### src/rtl/ftsc_pkg.sv
package ftsc_pkg;
  localparam int LINES_STD  = 224;
  localparam int LINES_TALL = 240;

  typedef enum logic [1:0] {
    HI_IDLE  = 2'd0,
    HI_COUNT = 2'd1,
    HI_PARK  = 2'd2
  } hint_state_t;
endpackage

### src/rtl/ftsc_frame_track.sv
module ftsc_frame_track #(
  parameter int LINE_W = 9,
  parameter int MODE_W = 2,
  parameter int H_STD  = 224,
  parameter int H_TALL = 240
) (
  input  logic              clk,
  input  logic              rst_n,
  input  logic              line_tick,
  input  logic              frame_start,
  input  logic              tall_mode,
  input  logic [MODE_W-1:0] disp_mode,
  input  logic              fb_wr,
  input  logic              fb_wr_val,
  output logic              in_blank,
  output logic              vblank,
  output logic              pal_access,
  output logic              fb_sel,
  output logic              vint_pulse
);
  localparam logic [LINE_W-1:0] LAST_STD  = LINE_W'(H_STD - 1);
  localparam logic [LINE_W-1:0] LAST_TALL = LINE_W'(H_TALL - 1);
  localparam logic [LINE_W-1:0] LINE_MAX  = '1;

  logic [LINE_W-1:0] line_num;
  logic [LINE_W-1:0] last_line;
  logic              fb_pend;
  logic              entry;

  assign last_line = tall_mode ? LAST_TALL : LAST_STD;
  assign in_blank  = line_num > last_line;
  assign entry     = line_tick && !frame_start && (line_num == last_line);

  always_ff @(posedge clk) begin
    if (!rst_n) begin
      line_num   <= LINE_MAX;
      vblank     <= 1'b1;
      pal_access <= 1'b1;
      fb_sel     <= 1'b0;
      vint_pulse <= 1'b0;
    end else begin
      vint_pulse <= 1'b0;
      if (frame_start) begin
        line_num <= '0;
        vblank   <= 1'b0;
        if (disp_mode != '0) pal_access <= 1'b0;
      end else if (line_tick) begin
        if (line_num != LINE_MAX) line_num <= line_num + 1'b1;
        if (entry) begin
          vblank     <= 1'b1;
          pal_access <= 1'b1;
          vint_pulse <= 1'b1;
          if (fb_pend != fb_sel) fb_sel <= fb_pend;
        end
      end
    end
  end

  always_ff @(posedge clk) begin
    if (!rst_n)     fb_pend <= 1'b0;
    else if (fb_wr) fb_pend <= fb_wr_val;
  end

  AST_VINT_IN_BLANK: assert property (@(posedge clk) disable iff (!rst_n)
    vint_pulse |-> (vblank && pal_access));
  AST_VINT_SINGLE: assert property (@(posedge clk) disable iff (!rst_n)
    vint_pulse |=> !vint_pulse);
  AST_FRAME_CLEARS_VBLANK: assert property (@(posedge clk) disable iff (!rst_n)
    frame_start |=> !vblank);
  AST_FB_ONLY_AT_ENTRY: assert property (@(posedge clk) disable iff (!rst_n)
    (fb_sel != $past(fb_sel)) |-> vint_pulse);
endmodule

### src/rtl/ftsc_line_irq.sv
module ftsc_line_irq
  import ftsc_pkg::*;
#(
  parameter int CNT_W = 8,
  parameter int NCPU  = 2
) (
  input  logic             clk,
  input  logic             rst_n,
  input  logic             line_tick,
  input  logic             frame_start,
  input  logic             in_blank,
  input  logic             blank_en,
  input  logic [NCPU-1:0]  cpu_en,
  input  logic [CNT_W-1:0] interval,
  output logic             hint_pulse
);
  hint_state_t      state;
  logic [CNT_W-1:0] cnt;
  logic             any_en;

  assign any_en = |cpu_en;

  always_ff @(posedge clk) begin
    if (!rst_n) begin
      state      <= HI_IDLE;
      cnt        <= '0;
      hint_pulse <= 1'b0;
    end else begin
      hint_pulse <= 1'b0;
      if (!any_en) begin
        state <= HI_IDLE;
        cnt   <= interval;
      end else if (frame_start) begin
        if (!blank_en || state != HI_COUNT) begin
          cnt   <= interval;
          state <= HI_COUNT;
        end
      end else if (state == HI_IDLE) begin
        state <= HI_COUNT;
        if (line_tick) begin
          if (cnt == '0) begin
            hint_pulse <= 1'b1;
            cnt        <= interval;
          end else begin
            cnt <= cnt - 1'b1;
          end
        end
      end else if (state == HI_COUNT && line_tick) begin
        if (in_blank && !blank_en) begin
          state <= HI_PARK;
        end else if (cnt == '0) begin
          hint_pulse <= 1'b1;
          cnt        <= interval;
        end else begin
          cnt <= cnt - 1'b1;
        end
      end
    end
  end

  AST_HINT_ON_TICK: assert property (@(posedge clk) disable iff (!rst_n)
    hint_pulse |-> $past(line_tick));
  AST_HINT_NEEDS_ENABLE: assert property (@(posedge clk) disable iff (!rst_n)
    hint_pulse |-> $past(any_en));
  AST_HINT_BLANK_GATE: assert property (@(posedge clk) disable iff (!rst_n)
    hint_pulse |-> $past(!in_blank || blank_en));
endmodule

### src/rtl/ftsc_fill_timer.sv
module ftsc_fill_timer #(
  parameter int LEN_W = 16
) (
  input  logic             clk,
  input  logic             rst_n,
  input  logic             fill_start,
  input  logic [LEN_W-1:0] fill_len,
  output logic             busy_n
);
  localparam logic [LEN_W-1:0] ONE = LEN_W'(1);

  logic [LEN_W-1:0] remain;

  always_ff @(posedge clk) begin
    if (!rst_n) begin
      busy_n <= 1'b1;
      remain <= '0;
    end else if (fill_start) begin
      busy_n <= 1'b0;
      remain <= fill_len;
    end else if (!busy_n) begin
      if (remain <= ONE) busy_n <= 1'b1;
      else               remain <= remain - ONE;
    end
  end

  AST_FILL_GOES_BUSY: assert property (@(posedge clk) disable iff (!rst_n)
    fill_start |=> !busy_n);
endmodule

### src/rtl/frame_status_ctrl.sv
module frame_status_ctrl
  import ftsc_pkg::*;
#(
  parameter int LINE_W = 9,
  parameter int MODE_W = 2,
  parameter int CNT_W  = 8,
  parameter int NCPU   = 2,
  parameter int LEN_W  = 16
) (
  input  logic              clk,
  input  logic              rst_n,
  input  logic              line_tick,
  input  logic              frame_start,
  input  logic [MODE_W-1:0] disp_mode,
  input  logic              tall_mode,
  input  logic [CNT_W-1:0]  hint_interval,
  input  logic              hint_in_blank,
  input  logic [NCPU-1:0]   cpu_hint_en,
  input  logic              fb_wr,
  input  logic              fb_wr_val,
  input  logic              fill_start,
  input  logic [LEN_W-1:0]  fill_len,
  output logic              vblank,
  output logic              pal_access,
  output logic              fb_sel,
  output logic              fill_busy_n,
  output logic              vint_pulse,
  output logic              hint_pulse
);
  logic in_blank;

  ftsc_frame_track #(
    .LINE_W(LINE_W), .MODE_W(MODE_W), .H_STD(LINES_STD), .H_TALL(LINES_TALL)
  ) u_track (
    .clk(clk), .rst_n(rst_n), .line_tick(line_tick), .frame_start(frame_start),
    .tall_mode(tall_mode), .disp_mode(disp_mode), .fb_wr(fb_wr),
    .fb_wr_val(fb_wr_val), .in_blank(in_blank), .vblank(vblank),
    .pal_access(pal_access), .fb_sel(fb_sel), .vint_pulse(vint_pulse)
  );

  ftsc_line_irq #(.CNT_W(CNT_W), .NCPU(NCPU)) u_hint (
    .clk(clk), .rst_n(rst_n), .line_tick(line_tick), .frame_start(frame_start),
    .in_blank(in_blank), .blank_en(hint_in_blank), .cpu_en(cpu_hint_en),
    .interval(hint_interval), .hint_pulse(hint_pulse)
  );

  ftsc_fill_timer #(.LEN_W(LEN_W)) u_fill (
    .clk(clk), .rst_n(rst_n), .fill_start(fill_start), .fill_len(fill_len),
    .busy_n(fill_busy_n)
  );

  AST_RESET_STATUS: assert property (@(posedge clk)
    $past(!rst_n) |-> (vblank && pal_access && !fb_sel && fill_busy_n));
endmodule

### config.mk
export PLATFORM = sky130hd
export DESIGN_NAME = frame_status_ctrl
export DESIGN_NICKNAME = d
export VERILOG_FILES = /design/src/rtl/ftsc_pkg.sv /design/src/rtl/ftsc_frame_track.sv /design/src/rtl/ftsc_line_irq.sv /design/src/rtl/ftsc_fill_timer.sv /design/src/rtl/frame_status_ctrl.sv
export SDC_FILE = /design/constraint.sdc
export NUM_CORES = 1
export LEC_CHECK = 0
export BUFFER_PORTS_ARGS = -buffer_cell sky130_fd_sc_hd__buf_4
export CORE_MARGIN = 2
export CORE_UTILIZATION = 49
export CTS_CLUSTER_SIZE = 25
export DETAILED_ROUTE_END_ITERATION = 10
export HOLD_SLACK_MARGIN = 0.12
export PLACE_DENSITY = 0.81
export SYNTH_ARGS = -nofsm -noshare
export SYNTH_HDL_FRONTEND = slang
export SYNTH_HIERARCHICAL = 1
export SYNTH_SLANG_ARGS = --single-unit
### constraint.sdc
create_clock -name clk -period 2.4 [get_ports clk]
set_input_delay 0.48 -clock clk [delete_from_list [all_inputs] [get_ports clk]]
set_output_delay 0.48 -clock clk [all_outputs]
set_load 0.03 [all_outputs]
### Word level (Yosys, flattened, before mapping)

Index checks and enable logic that the tools add are counted.
Widths: inputs -> output; s select.

| storage, ports and cells | value |
|---|---|
| logic and storage cells | 93 |
| bits in latches | 0 |
| output and inout bits | 6 |
| memories kept | 0 |
| memory bits (writable) | 0 |
| input port bits | 37 |
| bits in registers | 42 |
| ROM bits | 0 |

| operators by class | value |
|---|---|
| multiplexer cells | 34 |
| $lt $le $gt $ge | 2 |
| reduce and logical (&&, ||, !) cells | 26 |
| $add $sub $neg | 3 |
| equality and inequality tests | 13 |
| div/mod/pow operators | 0 |
| multiply operators | 0 |
| bitwise logic cells | 4 |
| shifts and indexed selects | 0 |

Operators by type and width:

| operator | count |
|---|---|
| $mux 8 | 8 |
| $mux 16 | 3 |
| $mux 9 | 3 |
| $le 16x1->1 const B | 1 |
| $sub 16x1->16 const B | 1 |
| $mux 1 | 14 |
| $ne 4x4->1 const B | 3 |
| $mux 2 | 5 |
| $add 9x1->9 const B | 1 |
| $eq 9x9->1 | 1 |
| $gt 9x9->1 | 1 |
| $ne 9x9->1 const B | 1 |
| $logic_not 8->1 | 1 |
| $reduce_and 2->1 | 4 |
| $reduce_and 4->1 | 2 |
| $reduce_bool 2->1 | 4 |
| $sub 8x1->8 const B | 1 |
| $mux 6 | 1 |
| $ne 2x1->1 const B | 3 |
| $reduce_and 3->1 | 2 |
| $reduce_bool 3->1 | 2 |
| $reduce_or 3->1 | 2 |
| $logic_and 1x1->1 | 4 |
| $ne 2x2->1 const B | 2 |
| 8 further kinds | 12 |

### Logic depth before layout (Yosys ltp)

Gate-level depths: netlist of the first run.

| logic depth | value |
|---|---|
| depth in word-level cells | 8 |
| gate-level depth with buffers | 10 |

### By module

Netlist of the first run, hierarchy kept.

By module, submodules not included:

| module | sequential area each (sq um) | cells an instance | area an instance (sq um) | instances |
|---|---|---|---|---|
| ftsc_fill_timer | 340.3 | 132 | 1074.8 | 1 |
| ftsc_line_irq | 220.2 | 90 | 737.0 | 1 |
| ftsc_frame_track | 280.3 | 82 | 735.7 | 1 |

### Worst setup path after synthesis of the first run

No wires, ideal clock.

| timing | value |
|---|---|
| path type | input to register |
| start point | in tall_mode |
| end point | reg u_hint.cnt[1] |
| arrival | 2152 ps |
| slack | 152 ps |
| data required time | 2305 ps |
| stages | 10 |
| cell sequence | inv_1 ha_1 a21o_1 a31oi_1 o31ai_1 nand4bb_1 o211ai_1 and2_1 clkbuf_1 a221oi_1 |

| on the way | value |
|---|---|
| word-level cells in the longest chain between the ends | 5 |

RTL lines:

| element | line | source |
|---|---|---|
| from (decl) | frame_status_ctrl.sv:15 | `input logic tall_mode,` |
| $mux 6 | ftsc_frame_track.sv:30 | `assign last_line = tall_mode ? LAST_TALL : LAST_STD;` |
| $gt 9x9->1 | ftsc_frame_track.sv:31 | `assign in_blank = line_num > last_line;` |
| via in_blank | frame_status_ctrl.sv:30 | `logic in_blank;` |
| $logic_and 1x1->1 | ftsc_line_irq.sv:49 | `if (in_blank && !blank_en) begin` |
| $ne 4x4->1 (no source line) | n/a |  |
| $reduce_and 4->1 (no source line) | n/a |  |
| to (signal assigned) | ftsc_line_irq.sv:45 | `cnt <= cnt - 1'b1;` |
| to (signal assigned) | ftsc_line_irq.sv:53 | `cnt <= interval;` |
| to (signal assigned) | ftsc_line_irq.sv:55 | `cnt <= cnt - 1'b1;` |
| to (decl) | ftsc_line_irq.sv:18 | `logic [CNT_W-1:0] cnt;` |

The timed path passes the listed nets, and every way through them passes these cells.
A chain may end at the register's enable or synchronous reset.

### Worst setup path in the final report of the first run

| timing | value |
|---|---|
| start point | reg u_hint.cnt[0] |
| end point | reg u_hint.cnt[3] |

| on the way | value |
|---|---|
| word-level cells in the longest chain between the ends | 7 |
| elaborated cells on any way between the ends | 9 |

RTL lines:

| element | line | source |
|---|---|---|
| from (signal assigned) | ftsc_line_irq.sv:32 | `cnt <= interval;` |
| from (signal assigned) | ftsc_line_irq.sv:35 | `cnt <= interval;` |
| from (signal assigned) | ftsc_line_irq.sv:43 | `cnt <= interval;` |
| $sub 8x1->8 / $logic_not 8->1 (equally long branches) | n/a |  |
| $mux 8 * | ftsc_line_irq.sv:41, ftsc_line_irq.sv:51 |  |
| $mux 8 | ftsc_line_irq.sv:49 |  |
| $mux 8 | ftsc_line_irq.sv:48 | `end else if (state == HI_COUNT && line_tick) begin` |
| $mux 8 * | ftsc_line_irq.sv:38 | `end else if (state == HI_IDLE) begin` |
| $mux 8 * | ftsc_line_irq.sv:33 | `end else if (frame_start) begin` |
| $mux 8 * | ftsc_line_irq.sv:30 | `if (!any_en) begin` |

Every way passes the cells marked *; elsewhere a longest branch is shown, timed or not. The select of a mux whose other input is x is not followed.

==> impl_metrics.env, run 1 <==
export IMPL_die_height_microns=76.1
export IMPL_power_leakage_nw=1.18
export IMPL_drt_iter0_markers=223
export IMPL_crit_start="u_hint/cnt[0]"
export IMPL_comb_power_share_pct=27.6
export IMPL_io_pins=43
export IMPL_synth_avg_cell_area_sq_um=8.38
export IMPL_setup_worst_path_end_class="register"
export IMPL_fillCellCount=462
export IMPL_fin_util_pct=59.7
export IMPL_dr_total_vias=2515
export IMPL_hold_path_class="input port to register"
export IMPL_cts_sinks=42
export IMPL_switching_power_w=0.000587
export IMPL_crit_fanout=7
export IMPL_period_share_pct=87.5
export IMPL_drv_slew=0
export IMPL_port_buffers=42
export IMPL_antenna_left=0
export IMPL_critical_path_class="register to register"
export IMPL_post_place_ws_ns=0.117
export IMPL_peakVddDrop_mv=0.354
export IMPL_finalPower_w=0.00181
export IMPL_grt_max_degree=48
export IMPL_hp_start="fill_len[0]"
export IMPL_synth_compound_area_share_pct=26.8
export IMPL_tns_ns=0
export IMPL_cts_tree="yes"
export IMPL_drive_above_1_share_pct=19.7
export IMPL_fmax_mhz=476
export IMPL_power_density_nw_per_um2=596
export IMPL_synth_top_family_by_area="simple AND/OR/NAND/NOR gates"
export IMPL_insertedDiodeCount=0
export IMPL_antenna_found_initial=0
export IMPL_period_minus_slack_ns=2.10
export IMPL_setup_violations=0
export IMPL_max_slew_margin_pct=48.6
export IMPL_p_int_w=0.00122
export IMPL_ys_ff_latch=42
export IMPL_drcViolationCount=0
export IMPL_drt_wl_total_microns=6070
export IMPL_initial_utilization_pct=50.2
export IMPL_ff_latch_area_sq_um=841
export IMPL_dpl_hpwl_microns=4390
export IMPL_synthMuxAreaShare_pct=3.54
export IMPL_max_slew_worst_pin_slew_ns=0.770
export IMPL_clock_path_buffers=2
export IMPL_syn_to_final_growth_pct=19.0
export IMPL_gp_congestion=0.864
export IMPL_design_area_sq_um=3030
export IMPL_fp_dieW_microns=76.1
export IMPL_grt_usage_pct=21.8
export IMPL_core_sq_um=5070
export IMPL_synthArstFlopShare_pct=0
export IMPL_synth_simple_area_share_pct=27.7
export IMPL_netlist_area_sq_um=2550
export IMPL_postCtsSetupBuffers=0
export IMPL_syn_num_nets=349
export IMPL_status="completed"
export IMPL_fp_row_count=26
export IMPL_synth_seq_area_share_pct=33.0
export IMPL_syn_inst=304
export IMPL_cts_reportedPaths_clkPinSlew_ns=0.08
export IMPL_cts_hold_buf=0
export IMPL_ys_types=62
export IMPL_startpoint_type="register"
export IMPL_layout_setup_ws_ns=0.301
export IMPL_grt_pass1_wl_microns=10600
export IMPL_synth_fa_ha_area_share_pct=3.93
export IMPL_swShare_pct=32.5
export IMPL_final_hold_viol_count=0
export IMPL_cts_buffers=5
export IMPL_fin_skew_ns=0.00681
export IMPL_floorplan_die_area_sq_um=5790
export IMPL_seq_power_share_pct=46.0
export IMPL_clockRootBuffer="clkbuf_8"
export IMPL_vias_per_cell=6.05
export IMPL_htree_levels=2
export IMPL_worstPathArrival_ns=2.30
export IMPL_multiInputGateArea_sq_um=1600
export IMPL_cap_violations=0
export IMPL_synth_edff_count=0
export IMPL_cp_required_ns=2.60
export IMPL_place_area_sq_um=2940
export IMPL_wl_per_cell_microns=14.6
export IMPL_grt_pass1_vias=2434
export IMPL_cts_repair_resized=0
export IMPL_post_synth_xor_area_fraction_pct=0.688
export IMPL_grt_overflow=0
export IMPL_ys_warnings_count=6
export IMPL_ys_flop_type="dfxtp_1"
export IMPL_rsz0062_at_grt="false"
export IMPL_r2r_start="u_hint/cnt[0]"
export IMPL_pwr_share_clk_pct=26.4
export IMPL_dr_pass1_iters=4
export IMPL_insertion_delay_ns=0.30
export IMPL_nets=390
[layout make-up]
class | count | share of cell area [%]
timing repair buffer | 48 | 11.9
sequential | 42 | 27.7
clock inverter | 1 | 0.165
inverter | 15 | 1.86
multi-input combinational | 233 | 52.6
clock buffer | 7 | 2.85
tap | 70 | 2.89
[cells in the final DEF, fill, tap and decap left out, types with 8 or more instances in the layout]
| cell | instances |
|---|---|
| a31oi_1 | 11 |
| nor2b_1 | 8 |
| nand3_1 | 15 |
| nand2_1 | 20 |
| o211ai_1 | 11 |
| ha_1 | 8 |
| dfxtp_1 | 42 |
| o21ai_0 | 23 |
| mux2i_1 | 9 |
| inv_1 | 14 |
| nor2_1 | 17 |
| buf_4 | 48 |
[flip-flops by register name, indices dropped and copies added, names as in the netlist, 2 cells and up]
| name | count |
|---|---|
| u_fill/remain | 16 |
| u_hint/cnt | 8 |
| u_hint/state | 2 |
| u_track/line_num | 9 |
[final timing paths]
| path | end | slack, ns | cells after the start |
|---|---|---|---|
| setup reg to reg | u_hint/cnt[3] | 0.30 | 6 |
| hold reg to reg | u_track/fb_sel | 0.47 | 2 |
| hold / removal | u_fill/remain[0] | 0.43 | 3 |
| setup / recovery | u_hint/cnt[3] | 0.30 | 6 |
[Yosys cell counts, types with 8 or more instances]
cell / count / area, sq um
dfxtp_1: 42 / 841
o21ai_0: 23 / 115
nand2_1: 20 / 75.1
nor2_1: 17 / 63.8
nand3_1: 15 / 75.1
inv_1: 14 / 52.6
a31oi_1: 11 / 68.8
clkbuf_1: 11 / 41.3
o211ai_1: 11 / 82.6
mux2i_1: 9 / 90.1
ha_1: 8 / 100
nor2b_1: 8 / 50.1
[worst max-delay path: stages (launching register included)]
cell	delay (ns)
dfxtp_1	0.33
inv_1	0.10
ha_1	0.19
nor4b_1	0.53
a21oi_1	0.40
mux2i_1	0.21
o32ai_1	0.26
[through the flow]
step,hold slack (ns),cells
detailed placement,0.453,408
finish,0.432,416
global route,0.438,416
CTS,0.419,416
floorplan,0.437,304
global placement,0.445,408
[cell families (layout without fill, tap and decap cells)]
logic type               after synthesis  in the layout
AO/OA/AOI/OAI                         96             96
XOR/XNOR                               2              2
adder cells (fa/ha/maj)                8              8
buffers and inverters                 29             71
flip-flops                            42             42
multiplexers                           9              9
AND/OR/NAND/NOR                      118            118
[metal layers]
layer / global-route usage [%] / vias up / routed length, microns
li1: - / 1264 / -
met1: 27.5 / 1187 / 2860
met2: 36.7 / 56 / 2840
met3: 4.98 / 8 / 289
met4: 7.64 / 0 / 82
met5: 0 / - / 0
[power groups by stage]
stage | clock, W | combinational [W] | sequential (W)
after CTS | 0.000488 | 0.000495 | 0.000830
final | 0.000477 | 0.000498 | 0.000832
after global routing | 0.000518 | 0.000558 | 0.000843
after detailed placement | 0 | 0.000493 | 0.000846
after floorplan | 0 | 0.000348 | 0.000836
after global placement | 0 | 0.000478 | 0.000843
Power figures use the tool's default switching activity.
==> run 2: changes to the inputs <==
- CTS_BUF_LIST: default -> sky130_fd_sc_hd__clkbuf_8
==> run 2 against run 1 <==
Via count grew 0.16%. Sequential share of layout area did not move. Clock skew decreased by 0.00053 ns. Utilization stayed put. Sequential power is essentially flat.
==> impl_metrics.env, run 2 (synthesized netlist as in run 1, its figures left out) <==
export IMPL_hold_path_class="input port to register"
export IMPL_layout_setup_ws_ns=0.301
export IMPL_crit_fanout=7
export IMPL_cpPeakStageDelay_ns=0.53
export IMPL_dpl_hpwl_microns=4390
export IMPL_antenna_found_initial=0
export IMPL_critical_path_cell_chain="inv_1, ha_1, nor4b_1, a21oi_1, mux2i_1, o32ai_1"
export IMPL_power_leakage_nw=1.19
export IMPL_fp_row_count=26
export IMPL_antenna_left=0
export IMPL_switching_power_w=0.000586
export IMPL_cap_violations=0
export IMPL_grt_pass1_wl_microns=10600
export IMPL_largest_reg_flops=16
export IMPL_fin_skew_ns=0.00627
export IMPL_cts_buffers=5
export IMPL_swShare_pct=32.5
export IMPL_largest_register="u_fill/remain"
export IMPL_layout_common_cells="buf_4, dfxtp_1, o21ai_0"
export IMPL_core_sq_um=5070
export IMPL_dr_total_vias=2519
export IMPL_cts_sinks=42
export IMPL_drt_iter0_markers=236
export IMPL_finalPower_w=0.00180
export IMPL_htree_levels=2
export IMPL_setup_violations=0
export IMPL_power_density_nw_per_um2=594
export IMPL_place_area_sq_um=2940
export IMPL_ff_latch_area_sq_um=841
export IMPL_cts_reportedPaths_clkPinSlew_ns=0.08
export IMPL_timing_hold_ws_ns=0.425
export IMPL_insertedDiodeCount=0
export IMPL_tns_ns=0
export IMPL_grt_max_degree=48
export IMPL_post_place_ws_ns=0.117
export IMPL_insertion_delay_ns=0.30
export IMPL_path_buf_inv=1
export IMPL_status="completed"
export IMPL_comb_power_share_pct=27.6
export IMPL_max_slew_worst_pin_slew_ns=0.770
export IMPL_final_hold_viol_count=0
export IMPL_setup_worst_path_end_class="register"
export IMPL_drt_wl_total_microns=6070
export IMPL_pwr_share_clk_pct=26.2
export IMPL_peakVddDrop_mv=0.343
export IMPL_seq_power_share_pct=46.2
export IMPL_grt_overflow=0
export IMPL_postCtsSetupBuffers=0
export IMPL_grt_usage_pct=21.8
export IMPL_clockRootBuffer="clkbuf_8"
export IMPL_design_area_sq_um=3030
export IMPL_fp_dieW_microns=76.1
export IMPL_fmax_mhz=476
export IMPL_port_buffers=42
export IMPL_critical_path_class="register to register"
export IMPL_drive_above_1_share_pct=19.7
export IMPL_critPathSlowestCell="nor4b_1"
export IMPL_cts_tree="yes"
export IMPL_worstPathArrival_ns=2.30
export IMPL_cts_hold_buf=0
export IMPL_dr_pass1_iters=4
export IMPL_cp_required_ns=2.60
export IMPL_die_height_microns=76.1
export IMPL_clock_path_buffers=2
export IMPL_grt_pass1_vias=2434
export IMPL_period_share_pct=87.4
export IMPL_io_pins=43
export IMPL_period_minus_slack_ns=2.10
export IMPL_rsz0062_at_grt="false"
export IMPL_layout_commonest_cell="buf_4"
export IMPL_gp_congestion=0.864
export IMPL_multiInputGateArea_sq_um=1600
export IMPL_cts_repair_resized=0
export IMPL_fillCellCount=462
export IMPL_largest_registers="u_fill/remain: 16 flops, u_track/line_num: 9 flops, u_hint/cnt: 8 flops"
export IMPL_p_int_w=0.00122
export IMPL_drv_slew=0
export IMPL_initial_utilization_pct=50.2
export IMPL_vias_per_cell=6.06
export IMPL_syn_to_final_growth_pct=19.0
export IMPL_startpoint_type="register"
export IMPL_max_slew_margin_pct=48.7
export IMPL_nets=390
export IMPL_floorplan_die_area_sq_um=5790
export IMPL_drcViolationCount=0
export IMPL_critical_path_top_delay_family="compound AO/OA/AOI/OAI gates"
export IMPL_wl_per_cell_microns=14.6
==> run 2: changes by cell type in the layout (fill, tap and decap cells not counted), sizes merged <==
cell	change
inv	+1
clkbuf	-1
==> run 2: worst reg2reg max path, cell delays in order, from the launching register on <==
cell	delay (ns)
dfxtp_1	0.33
inv_1	0.10
ha_1	0.19
nor4b_1	0.53
a21oi_1	0.40
mux2i_1	0.21
o32ai_1	0.26
==> run 2: worst paths after layout <==
| kind | from | end | slack, ns | cells past startpoint |
|---|---|---|---|---|
| setup / recovery | u_hint/cnt[0] | u_hint/cnt[3] | 0.30 | 6 |
| hold / removal | fill_len[0] | u_fill/remain[0] | 0.43 | 3 |
| setup reg to reg | u_hint/cnt[0] | u_hint/cnt[3] | 0.30 | 6 |
| hold reg to reg | u_track/fb_sel | u_track/fb_sel | 0.47 | 2 |
==> run 2: power by group through the flow <==
stage / Sequential (W) / Clock (W) / Combinational (W)
after floorplan: 0.000836 / 0 / 0.000348
after global routing: 0.000843 / 0.000514 / 0.000558
after global placement: 0.000843 / 0 / 0.000478
after CTS: 0.000830 / 0.000485 / 0.000495
final: 0.000832 / 0.000472 / 0.000498
after detailed placement: 0.000846 / 0 / 0.000493
==> run 2: final cells by class <==
type	instances	area share [%]
clock inverter	2	0.289
inverter	15	1.86
multi-input combinational	233	52.6
sequential	42	27.7
clock buffer	6	2.72
tap	70	2.89
timing repair buffer	48	11.9
==> run 2: per-stage QoR <==
step | util [%] | cells
5_1_grt | 59.7 | 416
6_report | 59.7 | 416
3_3_place_gp | 57.9 | 408
2_1_floorplan | - | 304
4_1_cts | 59.7 | 416
3_5_place_dp | 57.9 | 408
==> run 2: metal layers <==
layer / GRT usage (%) / wire length, microns / vias to the layer above
li1: - / - / 1263
met2: 36.7 / 2870 / 67
met4: 7.64 / 82 / 0
met1: 27.5 / 2790 / 1181
met5: 0 / 0 / -
met3: 4.98 / 323 / 8
==> run 3: changes to the inputs <==
- CORE_UTILIZATION: 49 -> 58
- GPL_TIMING_DRIVEN: default -> 0
- PLACE_DENSITY: 0.81 -> 0.92
==> run 3 against run 2 <==
Final cell count is 2.6% lower. Register-to-register slack worse by 0.07 ns. Cell area is 0.29% lower. Routed wire length is 9.4% higher.
==> impl_metrics.env, run 3 (synthesized netlist as in run 1, its figures left out) <==
export IMPL_status="completed"
export IMPL_drive_above_1_share_pct=18.7
export IMPL_r2r_setup_slack_ns=0.23
export IMPL_htree_levels=2
export IMPL_drt_iter0_markers=330
export IMPL_antenna_found_initial=0
export IMPL_r2r_start="u_fill/remain[0]"
export IMPL_die_height_microns=70.3
export IMPL_p_int_w=0.00121
export IMPL_grt_overflow=0
export IMPL_io_pins=43
export IMPL_max_slew_margin_pct=46.5
export IMPL_pwr_share_clk_pct=25.2
export IMPL_final_hold_viol_count=0
export IMPL_cts_reportedPaths_clkPinSlew_ns=0.08
export IMPL_wl_per_cell_microns=16.4
export IMPL_grt_max_degree=13
export IMPL_drt_wl_total_microns=6640
export IMPL_drcViolationCount=0
export IMPL_antenna_left=0
export IMPL_peakVddDrop_mv=0.310
export IMPL_fin_skew_ns=0.00997
export IMPL_drv_slew=0
export IMPL_hold_path_class="input port to register"
export IMPL_period_minus_slack_ns=2.17
export IMPL_cap_violations=0
export IMPL_nets=399
export IMPL_worst_r2r_cell_count=7
export IMPL_worstPathArrival_ns=2.37
export IMPL_layout_common_cells="buf_4, dfxtp_1, o21ai_0"
export IMPL_cts_tree="yes"
export IMPL_stdcell_count=405
export IMPL_floorplan_die_area_sq_um=4940
export IMPL_insertion_delay_ns=0.29
export IMPL_gp_congestion=0.903
export IMPL_fp_row_count=24
export IMPL_fp_dieW_microns=70.3
export IMPL_setup_violations=0
export IMPL_tns_ns=0
export IMPL_clockRootBuffer="clkbuf_8"
export IMPL_wl_met3_microns=484
export IMPL_highest_layer="met4"
export IMPL_clock_path_buffers=2
export IMPL_insertedDiodeCount=0
export IMPL_fmax_mhz=462
export IMPL_largest_registers="u_fill/remain: 16 flops, u_track/line_num: 9 flops, u_hint/cnt: 8 flops"
export IMPL_period_share_pct=90.2
export IMPL_dr_total_vias=2668
export IMPL_cp_required_ns=2.60
export IMPL_timing_hold_ws_ns=0.439
export IMPL_power_density_nw_per_um2=595
export IMPL_vias_per_cell=6.59
export IMPL_swShare_pct=32.7
export IMPL_setup_worst_path_end_class="register"
export IMPL_max_slew_worst_pin_slew_ns=0.802
export IMPL_power_leakage_nw=1.18
export IMPL_hp_start="fill_len[0]"
export IMPL_grt_pass1_vias=2503
export IMPL_largest_reg_flops=16
export IMPL_met1_length_microns=2930
export IMPL_cts_sinks=42
export IMPL_seq_power_share_pct=46.4
export IMPL_whs_path_depth=3
export IMPL_largest_register="u_fill/remain"
export IMPL_syn_to_final_growth_pct=18.7
export IMPL_dpl_hpwl_microns=4770
export IMPL_grt_pass1_wl_microns=11200
export IMPL_critical_path_class="register to register"
export IMPL_comb_power_share_pct=28.4
export IMPL_startpoint_type="register"
export IMPL_grt_usage_pct=27.6
export IMPL_core_sq_um=4290
export IMPL_crit_fanout=10
export IMPL_layout_commonest_cell="buf_4"
export IMPL_dr_wl_met2_microns=3130
export IMPL_initial_utilization_pct=59.3
export IMPL_min_to="u_fill/remain[0]"
export IMPL_dp_cells=398
export IMPL_r2r_end="u_fill/remain[5]"
export IMPL_switching_power_w=0.000588
export IMPL_rsz0062_at_grt="false"
export IMPL_dr_pass1_iters=5
export IMPL_port_buffers=42
export IMPL_cts_buffers=5
## run 3: cell count changes in the layout (fill, tap and decap cells not counted)
| cell | before | now |
|---|---|---|
| buf_4 | 48 | 44 |
| clkinv_2 | 1 | 0 |
| buf_2 | 0 | 2 |
| and2_1 | 2 | 1 |
| and2_2 | 0 | 1 |
| inv_1 | 15 | 14 |
| clkbuf_1 | 0 | 10 |
| buf_1 | 0 | 1 |
## run 3: worst max-delay path, cell delays in order, from the launching register on
cell and delay [ns]:
dfxtp_1 0.43, inv_1 0.07, ha_1 0.25, or2_1 0.31, nand4_1 0.22, clkbuf_1 0.39, o211ai_1 0.17, a211oi_1 0.24
## run 3: what timing repair did
| action | CTS | global route |
|---|---|---|
| buffers inserted | 0 | 2 |
| setup endpoints to repair | 8 | 8 |
| resized for setup | 0 | 1 |
| pin swaps | 0 | 1 |
| hold buffers | 0 | 0 |
## run 3: how the worst max path moves through the flow
stage                   startpoint                to  slack [ns]  depth (start not counted)
2_1_floorplan            tall_mode     u_hint/cnt[1]        0.15                         10
3_5_place_dp             tall_mode     u_hint/cnt[0]       -0.36                         11
5_1_grt           u_fill/remain[0]  u_fill/remain[2]        0.09                          7
3_3_place_gp             tall_mode     u_hint/cnt[1]       -0.29                         11
4_1_cts        u_track/line_num[5]     u_hint/cnt[0]        0.02                          8
6_report          u_fill/remain[0]  u_fill/remain[5]        0.23                          7
## run 3: cell type report
class / count / area [sq um]
plain buffers: 13 / 51.3
clock buffers: 6 / 82.6
fillers: 361 / 1270
inverters: 15 / 56.3
multi-input cells: 233 / 1600
flip-flops and latches: 42 / 841
well taps: 52 / 65.1
repair buffers: 44 / 330
## run 3: stage by stage
stage | setup slack, ns | utilization (%) | power, W | instance area (sq um)
floorplan | 0.152 | - | 0.00118 | 2550
global placement | -0.288 | 68.2 | 0.00132 | 2930
detailed placement | -0.361 | 68.2 | 0.00134 | 2930
CTS | 0.0174 | 70.0 | 0.00180 | 3010
global route | 0.0886 | 70.4 | 0.00189 | 3020
finish | 0.234 | 70.4 | 0.00180 | 3020
## run 3: layer usage
layer  track usage, %  vias to the layer above
met3             6.35                       12
met5                0                        -
met1             37.1                     1247
li1                 -                     1277
met4             8.76                        0
met2             43.8                      132
## run 3: power by group through the flow
stage	Combinational (W)	Clock, W	Sequential (W)
final	0.000511	0.000453	0.000835
after global routing	0.000561	0.000488	0.000845
after CTS	0.000498	0.000466	0.000832
after detailed placement	0.000496	0	0.000848
after global placement	0.000474	0	0.000843
after floorplan	0.000348	0	0.000836
